[src/rtl/lock_cmp_pkg.sv]
package lock_cmp_pkg;

    // Matching rule selected by the mode pin.
    typedef enum logic {
        MODE_ANYORDER   = 1'b0,
        MODE_POSITIONAL = 1'b1
    } match_mode_e;

    // Outcome of both comparison engines.
    typedef struct packed {
        logic pos_eq;
        logic perm_eq;
    } match_flags_t;

    // Output decision, bit 0 drives unlock and bit 1 drives zap.
    typedef enum logic [1:0] {
        VERDICT_IDLE   = 2'b00,
        VERDICT_UNLOCK = 2'b01,
        VERDICT_ZAP    = 2'b10
    } verdict_e;

    // Width of a counter able to hold 0..n.
    function automatic int tally_width(input int n);
        return (n < 1) ? 1 : $clog2(n + 1);
    endfunction

endpackage

[src/rtl/lock_pos_match.sv]
module lock_pos_match #(
    parameter int N_DIGITS = 4,
    parameter int DIGIT_W  = 4
) (
    input  logic [N_DIGITS*DIGIT_W-1:0] a_code,
    input  logic [N_DIGITS*DIGIT_W-1:0] b_code,
    output logic                        all_eq
);
    logic [N_DIGITS-1:0] slot_eq;

    for (genvar s = 0; s < N_DIGITS; s++) begin : g_slot
        assign slot_eq[s] = (a_code[s*DIGIT_W +: DIGIT_W] == b_code[s*DIGIT_W +: DIGIT_W]);
    end

    assign all_eq = &slot_eq;
endmodule

[src/rtl/lock_perm_match.sv]
module lock_perm_match
    import lock_cmp_pkg::*;
#(
    parameter int N_DIGITS = 4,
    parameter int DIGIT_W  = 4
) (
    input  logic [N_DIGITS*DIGIT_W-1:0] a_code,
    input  logic [N_DIGITS*DIGIT_W-1:0] b_code,
    output logic                        perm_eq
);
    // Every digit present on either side is used as a probe key; the
    // two codes are multiset-equal when each key occurs equally often.
    localparam int KEYS = 2 * N_DIGITS;
    localparam int CW   = tally_width(N_DIGITS);

    logic [KEYS-1:0] key_ok;

    for (genvar k = 0; k < KEYS; k++) begin : g_key
        logic [DIGIT_W-1:0]  key;
        logic [N_DIGITS-1:0] hit_a;
        logic [N_DIGITS-1:0] hit_b;
        logic [CW-1:0]       cnt_a;
        logic [CW-1:0]       cnt_b;

        if (k < N_DIGITS) begin : g_from_a
            assign key = a_code[k*DIGIT_W +: DIGIT_W];
        end else begin : g_from_b
            assign key = b_code[(k-N_DIGITS)*DIGIT_W +: DIGIT_W];
        end

        for (genvar j = 0; j < N_DIGITS; j++) begin : g_cmp
            assign hit_a[j] = (a_code[j*DIGIT_W +: DIGIT_W] == key);
            assign hit_b[j] = (b_code[j*DIGIT_W +: DIGIT_W] == key);
        end

        always_comb begin
            cnt_a = '0;
            cnt_b = '0;
            for (int j = 0; j < N_DIGITS; j++) begin
                cnt_a = cnt_a + CW'(hit_a[j]);
                cnt_b = cnt_b + CW'(hit_b[j]);
            end
        end

        assign key_ok[k] = (cnt_a == cnt_b);
    end

    assign perm_eq = &key_ok;
endmodule

[src/rtl/lock_verdict.sv]
module lock_verdict
    import lock_cmp_pkg::*;
(
    input  match_flags_t flags,
    input  match_mode_e  mode,
    input  logic         enter,
    output verdict_e     verdict
);
    logic hit;

    always_comb begin
        unique case (mode)
            MODE_POSITIONAL: hit = flags.pos_eq;
            MODE_ANYORDER:   hit = flags.perm_eq;
            default:         hit = 1'b0;
        endcase
    end

    always_comb begin
        if (!enter)   verdict = VERDICT_IDLE;
        else if (hit) verdict = VERDICT_UNLOCK;
        else          verdict = VERDICT_ZAP;
    end
endmodule

[src/rtl/lock_cmp.sv]
module lock_cmp
    import lock_cmp_pkg::*;
#(
    parameter int N_DIGITS = 4,
    parameter int DIGIT_W  = 4
) (
    input  logic [N_DIGITS*DIGIT_W-1:0] usr_code,
    input  logic [N_DIGITS*DIGIT_W-1:0] pwd_code,
    input  logic                        enter,
    input  logic                        ordered,
    output logic                        unlock,
    output logic                        zap
);
    match_flags_t flags;
    match_mode_e  mode;
    verdict_e     verdict;

    assign mode = match_mode_e'(ordered);

    lock_pos_match #(.N_DIGITS(N_DIGITS), .DIGIT_W(DIGIT_W)) u_pos (
        .a_code (usr_code),
        .b_code (pwd_code),
        .all_eq (flags.pos_eq)
    );

    lock_perm_match #(.N_DIGITS(N_DIGITS), .DIGIT_W(DIGIT_W)) u_perm (
        .a_code  (usr_code),
        .b_code  (pwd_code),
        .perm_eq (flags.perm_eq)
    );

    lock_verdict u_verdict (
        .flags   (flags),
        .mode    (mode),
        .enter   (enter),
        .verdict (verdict)
    );

    assign unlock = verdict[0];
    assign zap    = verdict[1];
endmodule

[config.mk]
export PLATFORM = sky130hd
export DESIGN_NAME = lock_cmp
export DESIGN_NICKNAME = d
export VERILOG_FILES = /design/src/rtl/lock_cmp_pkg.sv /design/src/rtl/lock_pos_match.sv /design/src/rtl/lock_perm_match.sv /design/src/rtl/lock_verdict.sv /design/src/rtl/lock_cmp.sv
export SDC_FILE = /design/constraint.sdc
export NUM_CORES = 1
export LEC_CHECK = 0
export BUFFER_PORTS_ARGS = -buffer_cell sky130_fd_sc_hd__buf_2
export CORE_MARGIN = 1
export CORE_UTILIZATION = 50
export DETAILED_ROUTE_END_ITERATION = 10
export PLACE_DENSITY = 0.71
export SKIP_LAST_GASP = 1
export SLEW_MARGIN = 10
export SYNTH_ARGS = -nofsm -noshare
export SYNTH_HDL_FRONTEND = slang
export SYNTH_SLANG_ARGS = --single-unit
[constraint.sdc]
create_clock -name vclk -period 4.7
set_input_delay 0.94 -clock vclk [all_inputs]
set_output_delay 0.94 -clock vclk [all_outputs]
set_load 0.1 [all_outputs]
# Word-level counts from Yosys, hierarchy flattened
# Index checks and enable logic that the tools add are counted.
[op_classes]
add_sub_neg = 48
n_mul = 0
div = 0
order_cmp = 0
eq_ne = 64
shift = 0
mux = 3
bitwise_logic = 1
reduce_logical = 2
[op_table]
columns = ["op", "count"]
rows = [
  ["equality test 4 bit", 56],
  ["adder 3 x 1 -> 3 bit", 28],
  ["adder 1 x 1 -> 2 bit", 12],
  ["equality test 3 bit", 8],
  ["adder 3 x 1 -> 3 bit (second input constant)", 4],
  ["AND reduction 8 bit", 1],
  ["adder 1 x 1 -> 2 bit (first input constant)", 2],
  ["adder 1 x 1 -> 2 bit (second input constant)", 2],
  ["2-to-1 mux 2 bit", 2],
  ["AND reduction 4 bit", 1],
  ["one-hot mux 1 bit (2 select lines)", 1],
  ["NOT 1 bit", 1],
]
[totals]
regBits = 0
latchBits = 0
ramBits = 0
mem_bits_ro = 0
in_bits = 34
output_inout_bits = 2
word_cells = 118
mem_count = 0

# Logic depth before layout (Yosys ltp)
# Gate-level depths: netlist (run 1).
[logic_depth]
word_depth = 9
depth_mapped = 14
mapped_depth_nobuf = 13

# By module
# A second synthesis (run 1) with hierarchy kept.
[hier_totals]
hier_cells = 317
area_unflattened_um2 = 2651.3
[modules_own_cells]
columns = ["module", "instances", "cells_each", "area_per_inst_um2", "seq_area_each_um2"]
rows = [
  ["lock_perm_match", 1, 293, 2451.1, 0.0],
  ["lock_pos_match", 1, 21, 177.7, 0.0],
  ["lock_verdict", 1, 3, 22.5, 0.0],
]

# Worst setup path before layout (run 1)
# No wires, ideal clock.
[synth_path]
path_kind = "in2out"
start = "input port pwd_code[1]"
end = "output port unlock"
arrival_ns = 4.686
t_required_ns = 3.760
setup_slack_ns = -0.926
cell_stages = 11
path_buffers = 1
path_cell_list = "buf_2 xor2_1 nor4_1 ha_1 fa_1 ha_1 xnor2_1 nand4_1 nor3_1 nand4_1 a21boi_1"
[synth_via]
elab_chain_cells = 9
word_cells_on_any_way = 54
classes_between = "add/sub (27); eq/ne (22); mux (3); reduce/logical (2)"
[synth_lines]
columns = ["item", "line_no", "source"]
rows = [
  ["start: declaration", "lock_cmp.sv:8", "input logic [N_DIGITS*DIGIT_W-1:0] pwd_code,"],
  ["equality test 4 bit (on tied branches)", "lock_pos_match.sv:12, lock_perm_match.sv:32, lock_perm_match.sv:33", ""],
  ["adder 1 x 1 -> 2 bit (on tied branches)", "lock_perm_match.sv:41, lock_perm_match.sv:40", ""],
  ["adder 3 x 1 -> 3 bit (on tied branches) (2 in a row)", "lock_perm_match.sv:41, lock_perm_match.sv:40", ""],
  ["equality test 3 bit", "lock_perm_match.sv:45", "assign key_ok[k] = (cnt_a == cnt_b);"],
  ["AND reduction 8 bit", "lock_perm_match.sv:48", "assign perm_eq = &key_ok;"],
  ["one-hot mux 1 bit (2 select lines) (*)", "lock_verdict.sv:12", "unique case (mode)"],
  ["2-to-1 mux 2 bit (*)", "lock_verdict.sv:21", "else if (hit) verdict = VERDICT_UNLOCK;"],
  ["2-to-1 mux 2 bit (*)", "lock_verdict.sv:20", "if (!enter) verdict = VERDICT_IDLE;"],
  ["end: declaration", "lock_cmp.sv:11", "output logic unlock,"],
]
# Mark *: on every way between the ends. The rest lies on a longest branch, timed or not.

# Final worst setup path (run 1)
[layout_path]
start = "input port usr_code[5]"
end = "output port zap"
[layout_via]
elab_chain_cells = 9
word_cells_on_any_way = 54
classes_between = "add/sub (27); eq/ne (22); mux (3); reduce/logical (2)"
[layout_lines]
columns = ["item", "line_no", "source"]
rows = [
  ["start: declaration", "lock_cmp.sv:7", "input logic [N_DIGITS*DIGIT_W-1:0] usr_code,"],
  ["equality test 4 bit (on tied branches)", "lock_perm_match.sv:32, lock_pos_match.sv:12, lock_perm_match.sv:33", ""],
  ["adder 1 x 1 -> 2 bit (on tied branches)", "lock_perm_match.sv:40, lock_perm_match.sv:41", ""],
  ["adder 3 x 1 -> 3 bit (on tied branches) (2 in a row)", "lock_perm_match.sv:40, lock_perm_match.sv:41", ""],
  ["equality test 3 bit", "lock_perm_match.sv:45", ""],
  ["AND reduction 8 bit", "lock_perm_match.sv:48", ""],
  ["one-hot mux 1 bit (2 select lines) (*)", "lock_verdict.sv:12", ""],
  ["2-to-1 mux 2 bit (*)", "lock_verdict.sv:21", ""],
  ["2-to-1 mux 2 bit (*)", "lock_verdict.sv:20", ""],
  ["end: declaration", "lock_cmp.sv:12", "output logic zap"],
]
# Marked as above.

==> reports/metrics.yaml, run 1 <==
drive_above_1_share_pct: 36.3
clockBufferCount: 0
io_buffers: 36
hpwl_um: 5300
worstPathArrival_ns: 3.68
worstSetupStartpointType: "input port"
multi_input_area_mm2: 0.00241
use_met1_pct: 30.8
postPlaceCellArea_mm2: 0.00284
worst_pin_slew_ns: 0.337
drv_cap: 0
die_w_um: 71.9
antenna_found_initial: 0
die_area_mm2: 0.00518
final_area_mm2: 0.00326
grt_start_max_net_pins: 8
slew_viol_final: 0
nFillCells: 374
status: "complete, no violations"
worstPathRequired_ns: 3.76
gp_congestion: 0.948
wl_per_cell_um: 17.1
nNetsFinal: 416
syn-mean-instance-area_um2: 8.52
hold_depth: 3
chipHeight_um: 71.9
power.total_w: 0.000345
synth_area_leaders: "xnor2_1, xor2_1, ha_1, fa_1, buf_2"
fin_tns_setup_ns: 0
drt_pass1_iterations: 4
syn2layout_area_growth_pct: 33.2
period_minus_slack_ns: 4.62
via_count: 2064
diodes: 0
busiest_layer: "met2"
grt-ovfl-total: 0
core_mm2: 0.00472
synthCells: 287
fmax_ghz: 0.217
hp-start: "enter"
antenna_left: 0
whs_ns: 2.28
grt_pass1_wl_um: 10100
yosys_warnings: 0
crit_type: "in2out"
initial_utilization_pct: 51.8
hold_path_end: "unlock"
setup_viol: 0
ys_types: 18
first_global_vias: 2163
synth_top_area_share_pct: 29.7
grt_use_met3_pct: 0.833
endpoint_kind: "output pin"
rows: 25
drtIter0Drc: 63
finalCritPeriodShare_pct: 98.2
io_pins: 36
worst-path-max-fanout: 4
relSlewSlack_pct: 77.3
syn_nets: 365
syn_area_mm2: 0.00245
yosysMostFrequentCell: "xnor2_1"
power_per_cell_area_mw_per_mm2: 106
netlist_top_cells_count: "xnor2_1, xor2_1, inv_1"
hold_class: "in2out"
ir_drop_mv: 0.0635
nFlopsAndLatches: 0
hold_violations: 0
p_leak_nw: 1.47
drcViolationCount: 0
regArea_um2: 0
synth-seq-area-share_pct: 0
avgViaCountPerCell: 5.12
wirelength_um: 6890
grt_use_met2_pct: 50.5
grt.total_usage_pct: 25.3
yosysTopAreaCell: "xnor2_1"
[critical path, stage by stage]
cell      delay (ns)
buf_4           0.14
xor2_2          0.18
nor4_4          0.35
buf_4           0.19
ha_4            0.12
inv_1           0.04
fa_1            0.35
inv_1           0.10
ha_4            0.21
xnor2_2         0.13
nand4_1         0.12
nor3_2          0.16
nand4_1         0.13
and3_2          0.23
clkbuf_4        0.27
[through the flow]
step / util, % / setup WS (ns) / cells
floorplan: - / -0.122 / 287
global placement: 60.2 / -0.104 / 395
detailed placement: 60.2 / -0.124 / 395
CTS: 61.7 / 0.000852 / 397
global route: 69.0 / -0.0431 / 403
finish: 69.0 / 0.0835 / 403
[layout make-up]
type	count	share of cell area, %
multi-input cells	221	73.9
repair buffers	81	19.6
inverters	34	3.92
well taps	67	2.57
[placed cells by master (no fill, tap or decap), types with 3 or more instances in the layout]
cell	count
xor2_1	46
ha_1	22
buf_12	4
buf_2	20
fa_1	8
clkbuf_4	3
fa_2	4
nor4_2	8
inv_1	32
ha_4	9
xor2_2	7
buf_6	8
buf_4	46
nor4_1	3
xnor2_2	4
xnor2_1	79
nand4_1	17
and4_1	5
[where the power goes]
group / internal [W] / switching [W]
Sequential: 0 / 0
Combinational: 0.000168 / 0.000177
Clock: 0 / 0
Total: 0.000168 / 0.000177
[cells by family after synthesis]
group	Yosys count	share of synthesized area (%)
simple gates	40	12.1
compound gates	1	0.307
buf+inv	66	12.7
xor+xnor	136	48.7
fa+ha+maj	44	26.2
[per-layer routing]
| metal | wire length, um | up-vias |
|---|---|---|
| met1 | 2890 | 999 |
| met2 | 3700 | 56 |
| met5 | 0 | - |
| met4 | 124 | 0 |
| met3 | 177 | 10 |
| li1 | - | 999 |
[repair_timing]
item | CTS | global route
buffers inserted | 3 | 7
pin swaps | 9 | 33
setup endpoints to repair | 2 | 2
resized for setup | 9 | 64
hold buffers | 0 | 0
[how the worst max path moves through the flow]
| stage | startpoint | end | slack (ns) | cells past startpoint |
|---|---|---|---|---|
| detailed placement | pwd_code[3] | unlock | -0.12 | 13 |
| global route | usr_code[5] | unlock | -0.04 | 16 |
| global placement | pwd_code[3] | zap | -0.10 | 12 |
| finish | usr_code[5] | zap | 0.08 | 15 |
| CTS | pwd_code[2] | unlock | 0.0009 | 16 |
| floorplan | pwd_code[1] | unlock | -0.12 | 11 |
Note: power is estimated with default switching activity, not from simulation.
==> inputs of run 2 (changes only) <==
--- a/config.mk
+++ b/config.mk
@@ -5,11 +5,12 @@
 export SDC_FILE = /design/constraint.sdc
 export NUM_CORES = 1
 export LEC_CHECK = 0
+export ABC_AREA = 1
 export BUFFER_PORTS_ARGS = -buffer_cell sky130_fd_sc_hd__buf_2
 export CORE_MARGIN = 1
 export CORE_UTILIZATION = 50
 export DETAILED_ROUTE_END_ITERATION = 10
-export PLACE_DENSITY = 0.71
+export PLACE_DENSITY = 0.7
 export SKIP_LAST_GASP = 1
 export SLEW_MARGIN = 10
 export SYNTH_ARGS = -nofsm -noshare
==> run 2 against run 1 <==
Against the previous run:
- sequential share of layout area unchanged
- area after synthesis up 29%
- final cell count grew 51%
- design area increased by 15%
- core utilization fell by 6.3 points
- clock-buffer cell count did not move
- total power is 10% higher
- global-route usage increased by 1.4 points
==> reports/metrics.yaml, run 2 <==
setup_viol: 0
fmax_ghz: 0.218
hold_class: "in2out"
power.total_w: 0.000380
io_buffers: 36
relSlewSlack_pct: 79.7
grt.total_usage_pct: 26.7
nNetsFinal: 613
finalCritPeriodShare_pct: 97.8
wirelength_um: 8520
hpwl_um: 7420
initial_utilization_pct: 52.7
worst-path-max-fanout: 9
yosysTopAreaCell: "xnor2_1"
worstPathArrival_ns: 3.65
yosysMostFrequentCell: "nand2_1"
drtIter0Drc: 111
startpoint: "pwd_code[4]"
grt_pass1_wl_um: 13600
netlist_top_cells_count: "nand2_1, inv_1, xnor2_1"
die_w_um: 81.5
hp-start: "enter"
nFlopsAndLatches: 0
ir_drop_mv: 0.0623
hold_path_end: "zap"
syn_area_mm2: 0.00316
grt-ovfl-total: 0
final_common_cell: "nand2_1"
hold_depth: 4
first_global_vias: 2980
hold_violations: 0
diodes: 0
clockBufferCount: 0
crit_type: "in2out"
antenna_left: 0
wl_per_cell_um: 14.0
final_util_pct: 62.7
synth_top_area_share_pct: 15.0
worstPathRequired_ns: 3.76
status: "complete, no violations"
drv_cap: 0
p_leak_nw: 1.95
worst_pin_slew_ns: 0.302
worstSetupStartpointType: "input port"
gp_congestion: 0.926
synthCells: 478
syn-mean-instance-area_um2: 6.61
drive_above_1_share_pct: 28.1
grt_start_max_net_pins: 12
core_mm2: 0.00599
endpoint_kind: "output pin"
chipHeight_um: 81.5
power_per_cell_area_mw_per_mm2: 101
drt_pass1_iterations: 4
io_pins: 36
die_area_mm2: 0.00664
yosys_warnings: 0
final_cell_mix: "nand2_1, inv_1, xnor2_1"
ys_types: 31
synth_area_leaders: "xnor2_1, nand2_1, ha_1, xor2_1, inv_1"
period_minus_slack_ns: 4.59
via_count: 3052
rows: 28
drcViolationCount: 0
syn2layout_area_growth_pct: 18.9
antenna_found_initial: 0
slew_viol_final: 0
synth-seq-area-share_pct: 0
syn_nets: 556
regArea_um2: 0
avgViaCountPerCell: 5.02
[run 2: area by class of cell]
class,instances,area (um2)
Fill cell,557,2240
Inverter,81,304
Multi-Input combinational cell,365,2760
Timing Repair Buffer,87,599
Tap cell,75,93.8
[run 2: metrics by stage]
| stage | cell area, um2 | setup TNS [ns] | std cells | hold WS (ns) | setup WS [ns] |
|---|---|---|---|---|---|
| floorplan | 3170 | -0.0523 | 478 | 2.16 | -0.0523 |
| global placement | 3560 | 0 | 605 | 2.33 | 0.00877 |
| detailed placement | 3560 | 0 | 605 | 2.34 | 0.00922 |
| CTS | 3560 | 0 | 605 | 2.34 | 0.00514 |
| global route | 3750 | -0.0291 | 608 | 2.37 | -0.0191 |
| finish | 3750 | 0 | 608 | 2.33 | 0.105 |
[run 2: logic make-up (layout without fill, tap and decap cells)]
logic type      count (synthesis)  after routing  synth area share, %
buf+inv                       113            168                 18.5
compound gates                 22             22                 4.16
xor+xnor                       93             93                 27.2
simple gates                  206            206                 29.8
fa+ha+maj                      44             44                 20.3
[run 2: power breakdown]
part           switching [W]  internal, W  total, W
Combinational       0.000208     0.000172  0.000380
Sequential                 0            0         0
Clock                      0            0         0
[run 2: metal layers]
layer  part of all wire (%)  track usage, %  up-vias
met1                     42            31.6     1396
met2                     51            50.3       83
met5                      0               0        -
met4                    3.3            10.7        0
li1                       -               -     1548
met3                    3.0           0.778       25
[run 2: worst max-delay path, cell delays in order]
cell and delay (ns):
clkbuf_4 0.16, buf_4 0.16, or2_1 0.24, a21oi_2 0.13
and3_4 0.22, ha_4 0.20, fa_2 0.41, ha_4 0.29
inv_1 0.03, nand2_1 0.08, nand2_1 0.05, nor2_1 0.08
nand2_1 0.05, nor2_1 0.10, nand2_1 0.07, nor2_1 0.08
nor2_1 0.07, nor2_4 0.10, buf_12 0.18
[run 2: what timing repair did]
action	in CTS	in global routing
resized for setup	0	30
endpoints found under the setup margin	0	2
setup buffers	0	3
hold buffers	0	0
[run 2: worst max-delay path by stage]
stage                     depth (start not counted)  slack [ns]      to
after global placement                           21       0.009  unlock
after CTS                                        21       0.005  unlock
after detailed placement                         21       0.009  unlock
final                                            19        0.11  unlock
after floorplan                                  16       -0.05  unlock
after global routing                             18       -0.02     zap
==> inputs of run 3 (changes only) <==
--- a/config.mk
+++ b/config.mk
@@ -8,9 +8,9 @@
 export ABC_AREA = 1
 export BUFFER_PORTS_ARGS = -buffer_cell sky130_fd_sc_hd__buf_2
 export CORE_MARGIN = 1
-export CORE_UTILIZATION = 50
+export CORE_UTILIZATION = 63
 export DETAILED_ROUTE_END_ITERATION = 10
-export PLACE_DENSITY = 0.7
+export PLACE_DENSITY = 0.85
 export SKIP_LAST_GASP = 1
 export SLEW_MARGIN = 10
 export SYNTH_ARGS = -nofsm -noshare
==> run 3 against run 2 <==
Against the previous run:
- core utilization is 13 points higher
- critical path depth is 1 lower
- clock-buffer cell count unchanged
- fmax is 4.6% lower
- wire length rose by 7.0%
- non-clock buffer count is 19 lower
- the run now ends with setup timing left
- total power is 1.2% lower
- final cell count fell by 4.4%
- hold slack worse by 0.012 ns
- first-iteration DRC count grew 91%
- critical endpoint unchanged
==> reports/metrics.yaml, run 3 (synthesis gave the netlist of run 2 again) <==
status: "finished, violations left"
violations: "setup timing"
grt-ovfl-total: 0
slew_viol_final: 0
hold_class: "in2out"
crit_slowest_cell: "fa_1"
period_minus_slack_ns: 4.82
chipHeight_um: 72.8
die_w_um: 72.8
wirelength_um: 9120
diodes: 0
crit_type: "in2out"
endpoint_kind: "output pin"
io_buffers: 36
whs_ns: 2.32
grt.total_usage_pct: 32.6
fin_tns_setup_ns: -0.153
ir_drop_mv: 0.0719
power_per_cell_area_mw_per_mm2: 103
nFlopsAndLatches: 0
drive_above_1_share_pct: 26.3
final_common_cell: "nand2_1"
cpPeakStageDelay_ns: 0.40
placed_cells: 578
grt_pass1_wl_um: 13500
core_mm2: 0.00479
avgViaCountPerCell: 5.46
first_global_vias: 2982
hpwl_um: 6940
final_cell_count_no_fill: 581
worstSetupStartpointType: "input port"
power.total_w: 0.000376
gp_congestion: 0.983
worstPathArrival_ns: 3.88
die_area_mm2: 0.00530
p_leak_nw: 1.86
drtIter0Drc: 212
drcViolationCount: 0
antenna_found_initial: 0
drt_pass1_iterations: 5
wl_per_cell_um: 15.7
hold_violations: 0
syn2layout_area_growth_pct: 15.2
nFillCells: 356
nNetsFinal: 594
regArea_um2: 0
clockBufferCount: 0
antenna_left: 0
finalCritPeriodShare_pct: 103
final_cell_mix: "nand2_1, inv_1, xnor2_1"
io_pins: 36
relSlewSlack_pct: 71.5
worst_pin_slew_ns: 0.423
fmax_ghz: 0.208
fin_ws_ns: -0.118
worstPathRequired_ns: 3.76
via_count: 3175
worst-path-max-fanout: 9
crit_chain: "buf_2 > buf_4 > xor2_1 > nor4_1 > buf_4 > ha_1 > inv_1 > fa_1 > inv_1 > ha_1 > xnor2_1 > nand2_1 > nor2_1 > nand3_1 > nor2_2 > nor2_2 > nor2_4 > buf_12"
grt_start_max_net_pins: 12
setup_viol: 2
drv_cap: 0
initial_utilization_pct: 66.0
rows: 25
[run 3: critical path, delay by kind of cell]
family / cells / cell delay, ns
adders and majority gates: 3 / 0.80
and+or+nand+nor: 7 / 0.96
buffers and inverters: 6 / 0.80
xor gates and xnor gates: 2 / 0.36
[run 3: what timing repair did]
| action | CTS | global route |
|---|---|---|
| setup buffers | 0 | 3 |
| gates resized for setup | 0 | 37 |
| hold buffers | 0 | 0 |
| endpoints found under the setup margin | 0 | 2 |
[run 3: through the flow]
stage          cell area [um2]  setup WS (ns)  util [%]
2_1_floorplan             3170        -0.0523         -
3_3_place_gp              3420         0.0116      71.4
3_5_place_dp              3420        0.00907      71.4
4_1_cts                   3420       0.000420      71.4
5_1_grt                   3640         -0.240      76.0
6_report                  3640         -0.118      76.0
[run 3: final cells by class]
| type | instances | area (um2) | area share (%) |
|---|---|---|---|
| inverters | 81 | 304 | 8.36 |
| multi-input cells | 365 | 2770 | 76.2 |
| well taps | 67 | 83.8 | 2.30 |
| repair buffers | 68 | 479 | 13.2 |
[run 3: final timing paths]
check	startpoint	endpoint	slack [ns]	cells past startpoint
worst max-delay path	pwd_code[0]	unlock	-0.12	18
worst min-delay path	enter	unlock	2.32	4
[run 3: layer usage]
metal / global-route usage, % / vias to the layer above / wire length (um)
met5: 0 / - / 0
met4: 13.3 / 0 / 485
met3: 2.76 / 48 / 516
met2: 60.6 / 151 / 4670
met1: 38.3 / 1465 / 3450
li1: - / 1511 / -
[run 3: report_power, final]
part	internal, W	switching [W]
clock network	0	0
registers	0	0
logic	0.000161	0.000214
